[config.mk]
export PLATFORM = sky130hd
export DESIGN_NAME = bank_cmd_issuer
export DESIGN_NICKNAME = d
export VERILOG_FILES = /design/src/rtl/bci_pkg.sv /design/src/rtl/bci_addr_split.sv /design/src/rtl/bci_row_table.sv /design/src/rtl/bci_gap_timer.sv /design/src/rtl/bank_cmd_issuer.sv
export SDC_FILE = /design/constraint.sdc
export NUM_CORES = 1
export LEC_CHECK = 0
export ABC_CLOCK_PERIOD_IN_PS = 3000
export BUFFER_PORTS_ARGS = -buffer_cell sky130_fd_sc_hd__buf_2
export CORE_MARGIN = 2
export CORE_UTILIZATION = 54
export DETAILED_ROUTE_END_ITERATION = 7
export PLACE_DENSITY_LB_ADDON = 0.05
export SYNTH_ARGS = -nofsm -noshare
export SYNTH_HDL_FRONTEND = slang
export SYNTH_HIERARCHICAL = 1
export SYNTH_SLANG_ARGS = --single-unit
export TNS_END_PERCENT = 10
[constraint.sdc]
create_clock -name clk -period 3 [get_ports clk]
set_clock_uncertainty 0.1 [all_clocks]
set_input_delay 0.15 -clock clk [delete_from_list [all_inputs] [get_ports clk]]
set_output_delay 0.15 -clock clk [all_outputs]
set_load 0.005 [all_outputs]
[src/rtl/bci_pkg.sv]
package bci_pkg;

    typedef enum logic [2:0] {
        ST_IDLE,
        ST_PRECH,
        ST_ACTV,
        ST_HOLD,
        ST_COLM
    } bci_state_t;

    typedef struct packed {
        logic cs_n;
        logic ras_n;
        logic cas_n;
        logic we_n;
    } bci_cmd_t;

    localparam bci_cmd_t CMD_NOP = 4'b0111;
    localparam bci_cmd_t CMD_ACT = 4'b0011;
    localparam bci_cmd_t CMD_RD  = 4'b0101;
    localparam bci_cmd_t CMD_WR  = 4'b0100;
    localparam bci_cmd_t CMD_PRE = 4'b0010;

endpackage

[src/rtl/bci_addr_split.sv]
module bci_addr_split #(
    parameter int BANK_W = 3,
    parameter int ROW_W  = 14,
    parameter int COL_W  = 10,
    localparam int ADDR_W = ROW_W + BANK_W + COL_W
) (
    input  logic [ADDR_W-1:0] addr,
    output logic [ROW_W-1:0]  row,
    output logic [BANK_W-1:0] bank,
    output logic [COL_W-1:0]  col
);
    // Row in the top bits, bank in the middle, column at the bottom.
    assign row  = addr[ADDR_W-1 -: ROW_W];
    assign bank = addr[COL_W +: BANK_W];
    assign col  = addr[COL_W-1:0];
endmodule

[src/rtl/bci_row_table.sv]
module bci_row_table #(
    parameter int BANK_W = 3,
    parameter int ROW_W  = 14,
    localparam int NBANK = 1 << BANK_W
) (
    input  logic              clk,
    input  logic              rst_n,
    input  logic [BANK_W-1:0] rd_bank,
    output logic              rd_open,
    output logic [ROW_W-1:0]  rd_row,
    input  logic              set_en,
    input  logic [BANK_W-1:0] set_bank,
    input  logic [ROW_W-1:0]  set_row,
    input  logic              clr_en,
    input  logic [BANK_W-1:0] clr_bank
);
    logic [NBANK-1:0] open_q;
    logic [ROW_W-1:0] row_q [NBANK];

    for (genvar b = 0; b < NBANK; b++) begin : g_bank
        always_ff @(posedge clk) begin
            if (!rst_n) begin
                open_q[b] <= 1'b0;
            end else if (clr_en && clr_bank == BANK_W'(b)) begin
                open_q[b] <= 1'b0;
            end else if (set_en && set_bank == BANK_W'(b)) begin
                open_q[b] <= 1'b1;
            end
        end

        always_ff @(posedge clk) begin
            if (!rst_n) begin
                row_q[b] <= '0;
            end else if (set_en && set_bank == BANK_W'(b)) begin
                row_q[b] <= set_row;
            end
        end
    end

    assign rd_open = open_q[rd_bank];
    assign rd_row  = row_q[rd_bank];
endmodule

[src/rtl/bci_gap_timer.sv]
module bci_gap_timer #(
    parameter int TRCD_W = 5
) (
    input  logic              clk,
    input  logic              rst_n,
    input  logic              start,
    input  logic [TRCD_W-1:0] span,
    output logic              short_gap,
    output logic              last
);
    logic [TRCD_W-1:0] cnt_q;

    always_ff @(posedge clk) begin
        if (!rst_n) begin
            cnt_q <= '0;
        end else if (start) begin
            cnt_q <= (span == '0) ? '0 : span - TRCD_W'(1);
        end else if (cnt_q != '0) begin
            cnt_q <= cnt_q - TRCD_W'(1);
        end
    end

    // A span of 0 or 1 lets the column command follow the activate directly.
    assign short_gap = (span <= TRCD_W'(1));
    assign last      = (cnt_q == TRCD_W'(1));
endmodule

[src/rtl/bank_cmd_issuer.sv]
module bank_cmd_issuer
    import bci_pkg::*;
#(
    parameter int BANK_W = 3,
    parameter int ROW_W  = 14,
    parameter int COL_W  = 10,
    parameter int TRCD_W = 5,
    localparam int ADDR_W = ROW_W + BANK_W + COL_W
) (
    input  logic              clk,
    input  logic              rst_n,
    input  logic              req_valid,
    output logic              req_ready,
    input  logic              req_write,
    input  logic [ADDR_W-1:0] req_addr,
    input  logic              req_chop,
    input  logic              req_autopre,
    input  logic              otf_en,
    input  logic [TRCD_W-1:0] trcd_cycles,
    output logic              cmd_cs_n,
    output logic              cmd_ras_n,
    output logic              cmd_cas_n,
    output logic              cmd_we_n,
    output logic [BANK_W-1:0] cmd_ba,
    output logic [ROW_W-1:0]  cmd_a
);
    localparam int AP_BIT = 10;
    localparam int BC_BIT = 12;

    bci_state_t st_q, st_d;

    logic [ROW_W-1:0]  in_row;
    logic [BANK_W-1:0] in_bank;
    logic [COL_W-1:0]  in_col;

    logic [ROW_W-1:0]  row_q;
    logic [BANK_W-1:0] bank_q;
    logic [COL_W-1:0]  col_q;
    logic              wr_q, chop_q, ap_q;

    logic              look_open;
    logic [ROW_W-1:0]  look_row;
    logic              accept;
    logic              clr_en;
    logic              gap_short, gap_last;

    bci_cmd_t          cmd_o;
    logic [BANK_W-1:0] ba_o;
    logic [ROW_W-1:0]  a_o;

    assign accept    = req_valid && (st_q == ST_IDLE);
    assign req_ready = (st_q == ST_IDLE);
    assign clr_en    = (st_q == ST_PRECH) || ((st_q == ST_COLM) && ap_q);

    bci_addr_split #(.BANK_W(BANK_W), .ROW_W(ROW_W), .COL_W(COL_W)) u_split (
        .addr (req_addr),
        .row  (in_row),
        .bank (in_bank),
        .col  (in_col)
    );

    bci_row_table #(.BANK_W(BANK_W), .ROW_W(ROW_W)) u_table (
        .clk      (clk),
        .rst_n    (rst_n),
        .rd_bank  (in_bank),
        .rd_open  (look_open),
        .rd_row   (look_row),
        .set_en   (st_q == ST_ACTV),
        .set_bank (bank_q),
        .set_row  (row_q),
        .clr_en   (clr_en),
        .clr_bank (bank_q)
    );

    bci_gap_timer #(.TRCD_W(TRCD_W)) u_gap (
        .clk       (clk),
        .rst_n     (rst_n),
        .start     (st_q == ST_ACTV),
        .span      (trcd_cycles),
        .short_gap (gap_short),
        .last      (gap_last)
    );

    // Request capture
    always_ff @(posedge clk) begin
        if (!rst_n) begin
            row_q  <= '0;
            bank_q <= '0;
            col_q  <= '0;
            wr_q   <= 1'b0;
            chop_q <= 1'b0;
            ap_q   <= 1'b0;
        end else if (accept) begin
            row_q  <= in_row;
            bank_q <= in_bank;
            col_q  <= in_col;
            wr_q   <= req_write;
            chop_q <= req_chop;
            ap_q   <= req_autopre;
        end
    end

    // State register
    always_ff @(posedge clk) begin
        if (!rst_n) begin
            st_q <= ST_IDLE;
        end else begin
            st_q <= st_d;
        end
    end

    // Transitions
    always_comb begin
        st_d = st_q;
        unique case (st_q)
            ST_IDLE: begin
                if (accept) begin
                    if (!look_open) begin
                        st_d = ST_ACTV;
                    end else if (look_row == in_row) begin
                        st_d = ST_COLM;
                    end else begin
                        st_d = ST_PRECH;
                    end
                end
            end
            ST_PRECH: st_d = ST_ACTV;
            ST_ACTV:  st_d = gap_short ? ST_COLM : ST_HOLD;
            ST_HOLD:  st_d = gap_last ? ST_COLM : ST_HOLD;
            ST_COLM:  st_d = ST_IDLE;
            default:  st_d = ST_IDLE;
        endcase
    end

    // Bus outputs
    always_comb begin
        cmd_o = CMD_NOP;
        ba_o  = '0;
        a_o   = '0;
        unique case (st_q)
            ST_PRECH: begin
                cmd_o = CMD_PRE;
                ba_o  = bank_q;
            end
            ST_ACTV: begin
                cmd_o = CMD_ACT;
                ba_o  = bank_q;
                a_o   = row_q;
            end
            ST_COLM: begin
                cmd_o              = wr_q ? CMD_WR : CMD_RD;
                ba_o               = bank_q;
                a_o[COL_W-1:0]     = col_q;
                a_o[AP_BIT]        = ap_q;
                a_o[BC_BIT]        = otf_en & ~chop_q;
            end
            default: begin
                cmd_o = CMD_NOP;
            end
        endcase
    end

    assign cmd_cs_n  = cmd_o.cs_n;
    assign cmd_ras_n = cmd_o.ras_n;
    assign cmd_cas_n = cmd_o.cas_n;
    assign cmd_we_n  = cmd_o.we_n;
    assign cmd_ba    = ba_o;
    assign cmd_a     = a_o;
endmodule

# After elaboration in Yosys (flattened, before gate mapping)
# Memory sizes are Yosys's and may differ from the RTL's.
# Index checks and enable logic that the tools add are counted.
dict set report op_classes {
  add_sub_neg 2
  magnitude_cmp 2
  n_eq_ne 14
  muxes 51
  bitwise_logic 11
  n_reduce_logical 33
}
# op n
set op_table {}
lappend op_table {{$mux 14} 8}
lappend op_table {{$mux 1} 29}
lappend op_table {{$pmux 11 s2} 1}
lappend op_table {{$logic_and 1x1->1} 18}
lappend op_table {{$mux 3} 6}
lappend op_table {{$reduce_or 2->1} 8}
lappend op_table {{$eq 3x3->1 const B} 5}
lappend op_table {{$mux 5} 3}
lappend op_table {{$eq 14x14->1} 1}
lappend op_table {{$eq 3x2->1 const B} 4}
lappend op_table {{$pmux 3 s4} 1}
lappend op_table {{$sub 5x1->5 const B} 2}
lappend op_table {{$pmux 3 s3} 1}
lappend op_table {{$or 1x1->1} 8}
lappend op_table {{$eq 3x1->1 const B} 2}
lappend op_table {{$logic_not 3->1} 2}
lappend op_table {{$eq 5x1->1 const B} 1}
lappend op_table {{$le 5x1->1 const B} 1}
lappend op_table {{$logic_not 5->1} 1}
lappend op_table {{$reduce_bool 5->1} 1}
lappend op_table {{$lt 3x4->1 const B} 1}
lappend op_table {{$bmux 1 s3} 1}
lappend op_table {{$reduce_or 3->1} 1}
lappend op_table {{$ne 2x1->1 const B} 1}
lappend op_table {{5 further kinds} 6}
dict set report totals {
  ff_bits 46
  ram_bits 112
  inputBits 39
  elab_cells 130
  memories 1
}
# memory depth width read_ports rd_clocked_by_memory_dff wr line_no
set mem_list {}
lappend mem_list {u_table.row_q 8 14 1 0 8 bci_row_table.sv:18} ;# logic [ROW_W-1:0] row_q [NBANK];

# Logic depth before layout (Yosys ltp)
# Gate-level depths: netlist of the first run.
dict set report depth {
  depth_word 6
  mapped_depth 8
}

# Cells and area by module
# The synthesis of the first run kept the hierarchy.
# mod n_inst cells_per_inst area_per_inst_um2
set modules_own_cells {}
lappend modules_own_cells {bci_row_table 1 367 5550.3}
lappend modules_own_cells {bank_cmd_issuer 1 207 1730.4}
lappend modules_own_cells {bci_gap_timer 1 53 416.6}
lappend modules_own_cells {bci_addr_split 1 27 202.7}

# Least setup slack after synthesis of the first run
# No wires, ideal clock.
dict set report synth_timing {
  path_type {register to register}
  start {reg st_q[1]}
  end {mem u_table.row_q[5][0] (enable)}
  setup_ps 404
  t_arrival_ps 2362
  required_time_ps 2496
  setup_slack_ps 133
  path_stages_with_launch 7
  path_buffers 3
  synth_period_minus_slack_ps 2867
  path_cell_list {dfxtp_1 > buf_6 > nor3b_4 > buf_6 > clkbuf_1 > nand2_1 > o21ai_0}
}
# item line_no
set synth_lines {}
lappend synth_lines {{from (decl)} bank_cmd_issuer.sv:30} ;# bci_state_t st_q, st_d;
lappend synth_lines {{from (signal assigned)} bank_cmd_issuer.sv:108} ;# st_q <= st_d;
lappend synth_lines {{to (decl)} bci_row_table.sv:18}

==> run_results.csv, run 1 <==
group,metric,value,unit
route,viasPerCell,5.923,
pwr,p_seq_share,48.1,%
sta,max_freq,421.9,MHz
sta,worst_pin_slew,0.6473,ns
floorplanning,die_area,15610,um2
clocking,cts_tree,"yes",
min_path,hp-class,"input pin to flop",
floorplanning,fp.dieW,125.0,um
pwr,p_leak,3.383,nW
sta,finalSetupViolations,0,
synth,synth_top_family_by_area,"simple AND/OR/NAND/NOR gates",
sta,relSlewSlack,56.85,%
synth,synth_compound_area_share,7.475,%
pwr,ir_worst_vdd,0.3845,mV
sta,rsz0062_at_grt,"false",
worst_setup_path,start_kind,"flop",
pwr,pwr-share-clk,37.5,%
sta,min_period,2.370,ns
synth,syn_area_per_cell,12.08,um2
synth,ys_seq_elements,158,
worst_setup_path,crit_fanout,35,
synth,synth.distinct_cells,53,
sta,tns,0,ns
grt,antenna_found_initial,0,
route,wirelength,19.06,mm
floorplanning,initial_core_util,54.77,%
worst_setup_path,cp-end-kind,"flop",
synth,synthCells,654,
route,wl_per_cell,21.03,um
pwr,powerDensity,591.7,nW/um2
placement,gp_congestion,0.8097,
synth,ys_warn_count,6,
clocking,clock_sinks,158,
route,drt_iter0_drc,427,
synth,ys.flop_type,"edfxtp_1",
finish,final_layout_size_suffix_gt1_share,20.91,%
finish,fillers,1108,
floorplanning,io_pins,61,
floorplanning,core,14420,um2
clocking,clock-root-buffer,"clkbuf_16",
pwr,swShare,26.06,%
synth,synth_edf_count,112,
sta,hold_ws,0.02179,ns
worst_setup_path,cp.arrival,2.39,ns
clocking,numCtsBuffers,17,
clocking,cts.repair.resized,0,
grt,grt_max_degree,57,
job,drv_cap,0,
grt,grt_overflow,0,
sta,hold_viol_final,0,
synth,syn-num-nets,698,
synth,synthArstFlopShare,0,%
sta,finalCritPeriodShare,79.01,%
floorplanning,die_y,125.0,um
synth,syn-cell-area,7900,um2
clocking,clk_latency,0.43,ns
pwr,combPwrFrac,14.4,%
route,num_vias,5366,
route,ant_nets,0,
synth,muxShareOfSynthArea,12.39,%
floorplanning,rows,44,
placement,io_buffers,59,
clocking,h-tree-depth,4,
run_status,status,"completed",
grt,grt_use_total,25.23,%
finish,antenna_cells,0,
route,drc_errors,0,
synth,seq_area_frac_synth,54.23,%
finish,fin_nets,753,
grt,first_global_vias,5410,
route,dr.pass1.iters,4,
placement,place_hpwl,12.08,mm
synth,synth_xor_xnor_area_share,2.217,%
worst_setup_path,required,3.02,ns
sta,drv_slew,0,
synth,synthSimpleGateAreaFrac,15.44,%
clocking,clk_pin_slew,0.06,ns
pwr,p_sw,1.388,mW
pwr,power.internal,3.938,mW
worst_setup_path,r2r_slack,0.63,ns
worst_setup_path,crit_type,"flop to flop",
finish,final_util,62.41,%
synth,synth-adder-area-share,0.7919,%
clocking,clock_path_buffers,2,
finish,syn_to_final_growth,13.95,%
grt,grt_pass1_wl,30.17,mm
-- state kept, by name, indices dropped and copies added (netlist names) --
name and cells:
u_table/row_q 112, row_q 14, col_q 10, u_table/open_q 8
u_gap/cnt_q 5, bank_q 3, st_q 3, ap_q 1
chop_q 1, wr_q 1
-- worst paths after layout --
check / startpoint / cells past startpoint / endpoint
max: st_q[1] / 5 / u_table/row_q[7][13]
min: trcd_cycles[4] / 3 / u_gap/cnt_q[4]
max reg2reg: st_q[1] / 5 / u_table/row_q[7][13]
min reg2reg: col_q[3] / 2 / col_q[3]
-- layer usage --
layer / track usage, % / vias up / part of all wire (%)
met5: 0 / - / 0
met4: 8.562 / 0 / 1.7
met3: 4.322 / 29 / 5.1
met2: 41.24 / 159 / 48
met1: 34.71 / 2648 / 45
li1: - / 2530 / -
-- metrics by stage --
| stage | instances | setup slack [ns] | power, mW | area (um2) |
|---|---|---|---|---|
| 2_1_floorplan | 654 | 0.1334 | 3.135 | 7900 |
| 3_3_place_gp | 845 | 0.4901 | 3.317 | 8165 |
| 3_5_place_dp | 845 | 0.4975 | 3.339 | 8165 |
| 4_1_cts | 906 | 0.6343 | 5.341 | 9002 |
| 5_1_grt | 906 | 0.4638 | 5.535 | 9002 |
| 6_report | 906 | 0.6296 | 5.326 | 9002 |
-- cell usage in the layout (no fill, tap or decap), types with 17 or more instances in the layout --
cell,instances
clkbuf_16,18
buf_2,59
buf_4,28
xor2_1,17
nand2_1,71
mux4_1,30
dfxtp_1,46
a21boi_1,30
dlygate4sd3_1,29
nor3_1,115
edfxtp_1,112
-- power by group through the flow --
stage               Sequential (mW)  Combinational (mW)  Clock (mW)
finish                         2.56               0.767        2.00
CTS                            2.56               0.766        2.01
detailed placement             2.61               0.732           0
floorplan                      2.56               0.573           0
global placement               2.60               0.718           0
global route                   2.57               0.843        2.12
-- synthesized netlist by cell type, types with 3 or more instances --
cell / count / area share [%]
nand2_1: 71 / 3.4
edfxtp_1: 112 / 43
xor2_1: 17 / 1.9
inv_1: 10 / 0.48
buf_6: 10 / 1.4
ha_1: 5 / 0.79
nor2_1: 6 / 0.29
buf_4: 28 / 2.7
dfxtp_1: 46 / 12
nor3_1: 115 / 7.3
mux2_2: 16 / 2.3
xnor2_1: 3 / 0.33
o221a_2: 7 / 1.0
clkinv_1: 14 / 0.67
and4b_1: 3 / 0.38
nand3_1: 5 / 0.32
nor4_1: 4 / 0.32
clkbuf_1: 25 / 1.2
a21oi_1: 7 / 0.44
buf_2: 9 / 0.57
mux4_1: 30 / 10
nand2b_1: 9 / 0.71
buf_1: 9 / 0.43
and2_1: 6 / 0.48
a21boi_1: 30 / 2.9
a22o_1: 11 / 1.2
nor4bb_1: 3 / 0.38
o21ai_0: 12 / 0.76
-- kinds of logic (layout without fill, tap and decap cells) --
logic type / Yosys count / count (layout)
flip-flops: 158 / 158
AND/OR/NAND/NOR: 239 / 239
AO/OA/AOI/OAI: 79 / 79
adder cells (fa/ha/maj): 5 / 5
multiplexers: 47 / 47
other: 1 / 1
XOR/XNOR: 20 / 20
buffers and inverters: 105 / 173
-- critical path, stage by stage (launching register included) --
cell     delay (ns)
dfxtp_1        0.61
nor3b_4        0.32
buf_4          0.40
nand2_1        0.18
o21ai_1        0.21
buf_4          0.24
-- timing repair --
| item | CTS | global route |
|---|---|---|
| hold endpoints to repair | 30 | 0 |
| buffers inserted | 0 | 0 |
| hold buffers | 29 | 0 |
-- layout make-up --
cell class | instances | area, um2 | area share [%]
Timing Repair Buffer | 117 | 815.8 | 9.062
Clock inverter | 10 | 60.06 | 0.6671
Multi-Input combinational cell | 391 | 3035 | 33.72
Clock buffer | 22 | 486.7 | 5.407
Sequential cell | 158 | 4284 | 47.59
Inverter | 24 | 90.09 | 1.001
Tap cell | 184 | 230.2 | 2.557
(Power assumes the default switching activity.)
==> run 2, diff against run 1 <==
ABC_CLOCK_PERIOD_IN_PS = 2400   (was 3000)
CORE_UTILIZATION = 60   (was 54)
clock period = 2.4 ns   (was 3 ns; I/O delays follow)
==> run 2 against run 1 <==
  * Clock power rose by 36%
  * Worst hold slack improved by 0.030 ns
  * Critical path type unchanged
  * Die area fell by 9.7%
  * Sequential cell count did not move
  * Fmax rose by 2.7%
  * First-iteration DRC count rose by 35%
  * Total power rose by 30%
  * Final cell count fell by 0.33%
  * Register-to-register slack got worse by 0.54 ns
  * Via count rose by 3.3%
  * Critical path depth rose by 2
==> run_results.csv, run 2 (same netlist as run 1, synthesis figures left out) <==
group,metric,value,unit
finish,fin_cells,903,
grt,antenna_found_initial,0,
clocking,postCtsSetupBuffers,0,
placement,dp_cells,838,
finish,final_common_cell,"nor3_1",
route,drt_iter0_drc,578,
finish,top_regs,"u_table/row_q: 112 flops, row_q: 14 flops, col_q: 10 flops",
run_status,status,"completed",
route,wl_per_cell,21.54,um
clocking,clock_sinks,158,
worst_setup_path,path_buf_inv,1,
sta,relSlewSlack,57.20,%
grt,grt_overflow,0,
worst_setup_path,r2r_slack,0.09,ns
route,wirelength,19.45,mm
route,viasPerCell,6.136,
worst_setup_path,critical-path-slowest-cell,"mux4_2",
clocking,clock-root-buffer,"clkbuf_16",
floorplanning,die_y,118.7,um
grt,first_global_vias,5398,
finish,final_util,71.97,%
min_path,hold_depth,4,
finish,final_layout_size_suffix_gt1_share,22.16,%
sta,hold_viol_final,0,
clocking,h-tree-depth,4,
route,drc_errors,0,
placement,place_area,8213,um2
finish,largest_reg_flops,112,
worst_setup_path,crit_fanout,2,
finish,syn_to_final_growth,15.90,%
floorplanning,io_pins,61,
finish,fin_nets,762,
job,drv_cap,0,
worst_setup_path,rr_endpoint,"st_q[0]",
sta,rsz0062_at_grt,"false",
floorplanning,initial_core_util,62.10,%
sta,finalSetupViolations,0,
clocking,clk_latency,0.43,ns
worst_setup_path,r2r_cells,7,
floorplanning,die_area,14100,um2
placement,gp_congestion,0.8473,
placement,io_buffers,59,
pwr,p_total,6.935,mW
worst_setup_path,cp_top_family,"multiplexers",
floorplanning,rows,41,
sta,finalCritPeriodShare,96.18,%
placement,place_hpwl,11.99,mm
worst_setup_path,start_kind,"flop",
finish,antenna_cells,0,
clocking,clk_pin_slew,0.06,ns
floorplanning,fp.dieW,118.7,um
worst_setup_path,r2r-start,"u_table/row_q[0][0]",
grt,grt_max_degree,57,
sta,worst_pin_slew,0.6420,ns
worst_setup_path,cp.arrival,2.52,ns
finish,layout_common_cells,"nor3_1, edfxtp_1, nand2_1",
pwr,p_leak,3.429,nW
worst_setup_path,cp-end-kind,"flop",
worst_setup_path,crit_type,"flop to flop",
worst_setup_path,critPathMaxStageDelay,0.47,ns
min_path,hold_start,"req_addr[12]",
finish,regMostFlops,"u_table/row_q",
clocking,clock_path_buffers,2,
route,ant_nets,0,
min_path,min_to,"bank_q[2]",
finish,layout.cell_area.non_filler,9156,um2
clocking,cts_tree,"yes",
sta,drv_slew,0,
pwr,powerDensity,757.4,nW/um2
clocking,numCtsBuffers,17,
sta,min_period,2.308,ns
route,dr.pass1.iters,5,
sta,max_freq,433.2,MHz
worst_setup_path,required,2.61,ns
route,num_vias,5541,
floorplanning,core,12720,um2
pwr,ir_worst_vdd,0.5942,mV
grt,grt_use_total,28.68,%
worst_setup_path,crit_chain,"mux4_2 > mux2_4 > xor2_2 > nor4_4 > buf_4 > nand4_1 > o2bb2ai_1",
min_path,hp-class,"input pin to flop",
grt,grt_pass1_wl,30.54,mm
-- run 2: cell types whose count changed in the layout (fill, tap and decap cells not counted), moves of 3 or more --
cell	change
clkinv_2	-5
dlygate4sd3_1	+4
inv_6	+4
mux4_1	-4
mux4_2	+4
buf_4	+3
-- run 2: timing repair --
item / in CTS / in global routing
gates cloned: 0 / 0
pin swaps: 0 / 2
endpoints found under the setup margin: 1 / 2
hold buffers: 33 / 0
hold endpoints to repair: 33 / 0
gates resized for setup: 1 / 8
-- run 2: worst reg2reg max path: cells and delay by family (launching register included) --
family	cells	cell delay (ns)
AOI/OAI and AO/OA	1	0.16
buffers and inverters	1	0.16
DFF	1	0.38
xor gates and xnor gates	1	0.17
muxes	2	0.78
and+or+nand+nor	2	0.45
-- run 2: area by class of cell --
cell class / count / area, um2
fill: 911 / 3566
clock inverter: 15 / 176.4
timing repair buffer: 126 / 918.4
tap: 172 / 215.2
inverter: 24 / 90.09
multi-input combinational: 391 / 3047
sequential: 158 / 4284
clock buffer: 17 / 425.4
-- run 2: per-stage QoR --
stage | hold slack [ns] | worst slack (ns) | TNS, ns
2_1_floorplan | 0.1335 | -0.1040 | -11.16
4_1_cts | 0.03232 | 0.06464 | 0
3_3_place_gp | 0.2602 | -0.1034 | -0.1695
5_1_grt | 0.05947 | 0.02985 | 0
6_report | 0.05156 | 0.09175 | 0
3_5_place_dp | 0.2686 | -0.1284 | -0.2508
-- run 2: per-layer routing --
metal  vias to the layer above  global-route usage (%)  part of all wire [%]
met2                       222                   44.29                    47
met1                      2731                   39.95                    44
met3                        44                   5.550                   6.6
met5                         -                       0                     0
met4                         0                   12.13                   2.7
li1                       2544                       -                     -
-- run 2: worst max-delay path by stage --
| stage | start | endpoint | slack (ns) | depth (start not counted) |
|---|---|---|---|---|
| floorplan | st_q[1] | u_table/row_q[5][0] | -0.10 | 6 |
| global placement | req_addr[10] | st_q[0] | -0.10 | 9 |
| detailed placement | req_addr[10] | st_q[0] | -0.13 | 9 |
| CTS | u_table/row_q[4][11] | st_q[2] | 0.06 | 7 |
| global route | u_table/row_q[4][0] | st_q[0] | 0.03 | 7 |
| finish | u_table/row_q[0][0] | st_q[0] | 0.09 | 7 |
-- run 2: report_power, final --
part / switching (mW) / internal [mW] / leakage [nW]
registers: 0.116 / 3.08 / 1.54
logic: 0.578 / 0.427 / 1.60
clock network: 1.17 / 1.57 / 0.293
==> run 3, diff against run 2 <==
GPL_TIMING_DRIVEN = 0   (was not set)
==> run 3 against run 2 <==
  * Global-route usage is 2.0 points higher
  * Die area stayed put
  * Total power rose by 2.0%
  * Clock-buffer cell count did not move
  * The flow now finishes with violations (negative setup slack)
  * First-iteration DRC count is 0.17% lower
  * Final area is 3.9% higher
==> run_results.csv, run 3 (same netlist as run 1, synthesis figures left out) <==
group,metric,value,unit
placement,dp_cells,861,
finish,final_layout_size_suffix_gt1_share,22.67,%
worst_setup_path,cp_top_family,"multiplexers",
clocking,clk_latency,0.43,ns
clocking,clk_pin_slew,0.06,ns
clocking,cts_tree,"yes",
route,ant_nets,0,
pwr,ir_worst_vdd,0.6845,mV
worst_setup_path,r2r-start,"u_table/row_q[1][9]",
floorplanning,initial_core_util,62.10,%
worst_setup_path,critPathCapture,"st_q[0]",
floorplanning,die_area,14100,um2
worst_setup_path,cp.depth,6,
sta,hold_viol_final,0,
pwr,p_leak,3.559,nW
finish,fin_cells,935,
sta,finalCritPeriodShare,100.1,%
sta,rsz0062_at_grt,"true",
worst_setup_path,rr_endpoint,"st_q[0]",
grt,first_global_vias,5763,
worst_setup_path,cp-end-kind,"flop",
worst_setup_path,path_buf_inv,0,
grt,grt_pass1_wl,31.99,mm
finish,largest_reg_flops,112,
run_status,status,"finished, violations left",
worst_setup_path,critPathMaxStageDelay,0.55,ns
grt,grt_use_total,30.69,%
placement,place_hpwl,13.72,mm
clocking,clock_path_buffers,2,
worst_setup_path,r2r_slack,-0.003,ns
worst_setup_path,critical-path-slowest-cell,"mux4_1",
finish,final_common_cell,"nor3_1",
clocking,clock_sinks,158,
sta,tns,-0.003364,ns
finish,fin_nets,794,
job,drv_cap,0,
clocking,clock-root-buffer,"clkbuf_16",
floorplanning,io_pins,61,
finish,fillers,859,
worst_setup_path,r2r_cells,6,
sta,drv_slew,0,
placement,gp_congestion,0.8475,
sta,postLayoutSetupSlackWorst,-0.003364,ns
grt,antenna_found_initial,0,
finish,top_regs,"u_table/row_q: 112 flops, row_q: 14 flops, col_q: 10 flops",
worst_setup_path,crit_fanout,2,
sta,worst_pin_slew,1.075,ns
floorplanning,core,12720,um2
route,num_vias,5763,
clocking,numCtsBuffers,17,
floorplanning,die_y,118.7,um
placement,io_buffers,32,
finish,layout_common_cells,"nor3_1, edfxtp_1, nand2_1",
worst_setup_path,cp.arrival,2.62,ns
sta,finalSetupViolations,1,
run_status,violations,"negative setup slack",
pwr,p_total,7.076,mW
route,drc_errors,0,
worst_setup_path,required,2.62,ns
route,wirelength,20.77,mm
sta,relSlewSlack,28.33,%
worst_setup_path,cp-startpoint,"u_table/row_q[1][9]",
route,dr.pass1.iters,5,
finish,antenna_cells,0,
worst_setup_path,crit_type,"flop to flop",
route,viasPerCell,6.164,
finish,syn_to_final_growth,20.40,%
clocking,h-tree-depth,4,
sta,min_period,2.403,ns
grt,grt_overflow,0,
sta,max_freq,416.1,MHz
worst_setup_path,crit_chain,"mux4_1 > mux2_2 > xor2_1 > nor4_2 > nand4_1 > o2bb2ai_1",
route,drt_iter0_drc,577,
worst_setup_path,start_kind,"flop",
grt,grt_max_degree,23,
floorplanning,fp.dieW,118.7,um
floorplanning,rows,41,
route,wl_per_cell,22.21,um
min_path,hp-class,"input pin to flop",
pwr,powerDensity,743.9,nW/um2
finish,regMostFlops,"u_table/row_q",
placement,pre_cts_slack,-0.9145,ns
-- run 3: cell types whose count changed in the layout (fill, tap and decap cells not counted), moves of 3 or more --
cell / before / now
buf_2: 59 / 41
buf_6: 0 / 11
clkbuf_1: 0 / 24
clkbuf_2: 0 / 8
dlygate4sd3_1: 33 / 36
mux4_1: 26 / 30
mux4_2: 4 / 0
o21ai_1: 9 / 0
o21ai_4: 0 / 8
-- run 3: per-layer routing --
| metal | GRT usage (%) | vias to the layer above | wire [um] |
|---|---|---|---|
| met5 | 0 | - | 0 |
| met4 | 14.14 | 0 | 837 |
| met1 | 40.18 | 2790 | 8138 |
| met2 | 49.32 | 298 | 10050 |
| met3 | 6.467 | 57 | 1744 |
| li1 | - | 2618 | - |
-- run 3: worst min path at each step --
| stage | start | end | slack (ns) | depth (start not counted) |
|---|---|---|---|---|
| 2_1_floorplan | rst_n | u_gap/cnt_q[4] | 0.13 | 2 |
| 5_1_grt | trcd_cycles[0] | u_gap/cnt_q[0] | 0.05 | 4 |
| 4_1_cts | trcd_cycles[0] | u_gap/cnt_q[0] | 0.04 | 4 |
| 6_report | trcd_cycles[0] | u_gap/cnt_q[0] | 0.07 | 4 |
| 3_3_place_gp | req_chop | chop_q | 0.27 | 3 |
| 3_5_place_dp | req_chop | chop_q | 0.27 | 3 |
-- run 3: cell type report --
type,count,area (um2),share of cell area [%]
clock buffer,17,425.4,4.473
buffer,80,505.5,5.314
sequential,158,4284,45.04
inverter,24,90.09,0.9471
tap,172,215.2,2.263
timing repair buffer,78,665.6,6.998
multi-input combinational,391,3142,33.03
clock inverter,15,183.9,1.934
-- run 3: timing repair --
item / CTS / global route
buffers inserted: 6 / 1
hold buffers: 36 / 0
pin swaps: 6 / 0
endpoints found under the hold margin: 37 / 0
setup endpoints to repair: 114 / 109
resized for setup: 19 / 11
-- run 3: worst reg2reg max path: stages (launching register included) --
cell       delay, ns
edfxtp_1        0.37
mux4_1          0.55
mux2_2          0.32
xor2_1          0.17
nor4_2          0.37
nand4_1         0.23
o2bb2ai_1       0.18
-- run 3: stage by stage --
stage          utilization, %  hold slack [ns]  cell area [um2]
2_1_floorplan               -           0.1335             7900
3_3_place_gp            65.05           0.2653             8275
3_5_place_dp            65.28           0.2679             8305
4_1_cts                 74.52          0.03917             9480
5_1_grt                 74.76          0.05463             9512
6_report                74.76          0.06652             9512
-- run 3: power breakdown --
group | internal [mW] | switching, mW
combinational | 0.474 | 0.631
sequential | 3.08 | 0.106
clock | 1.65 | 1.13
total | 5.20 | 1.87
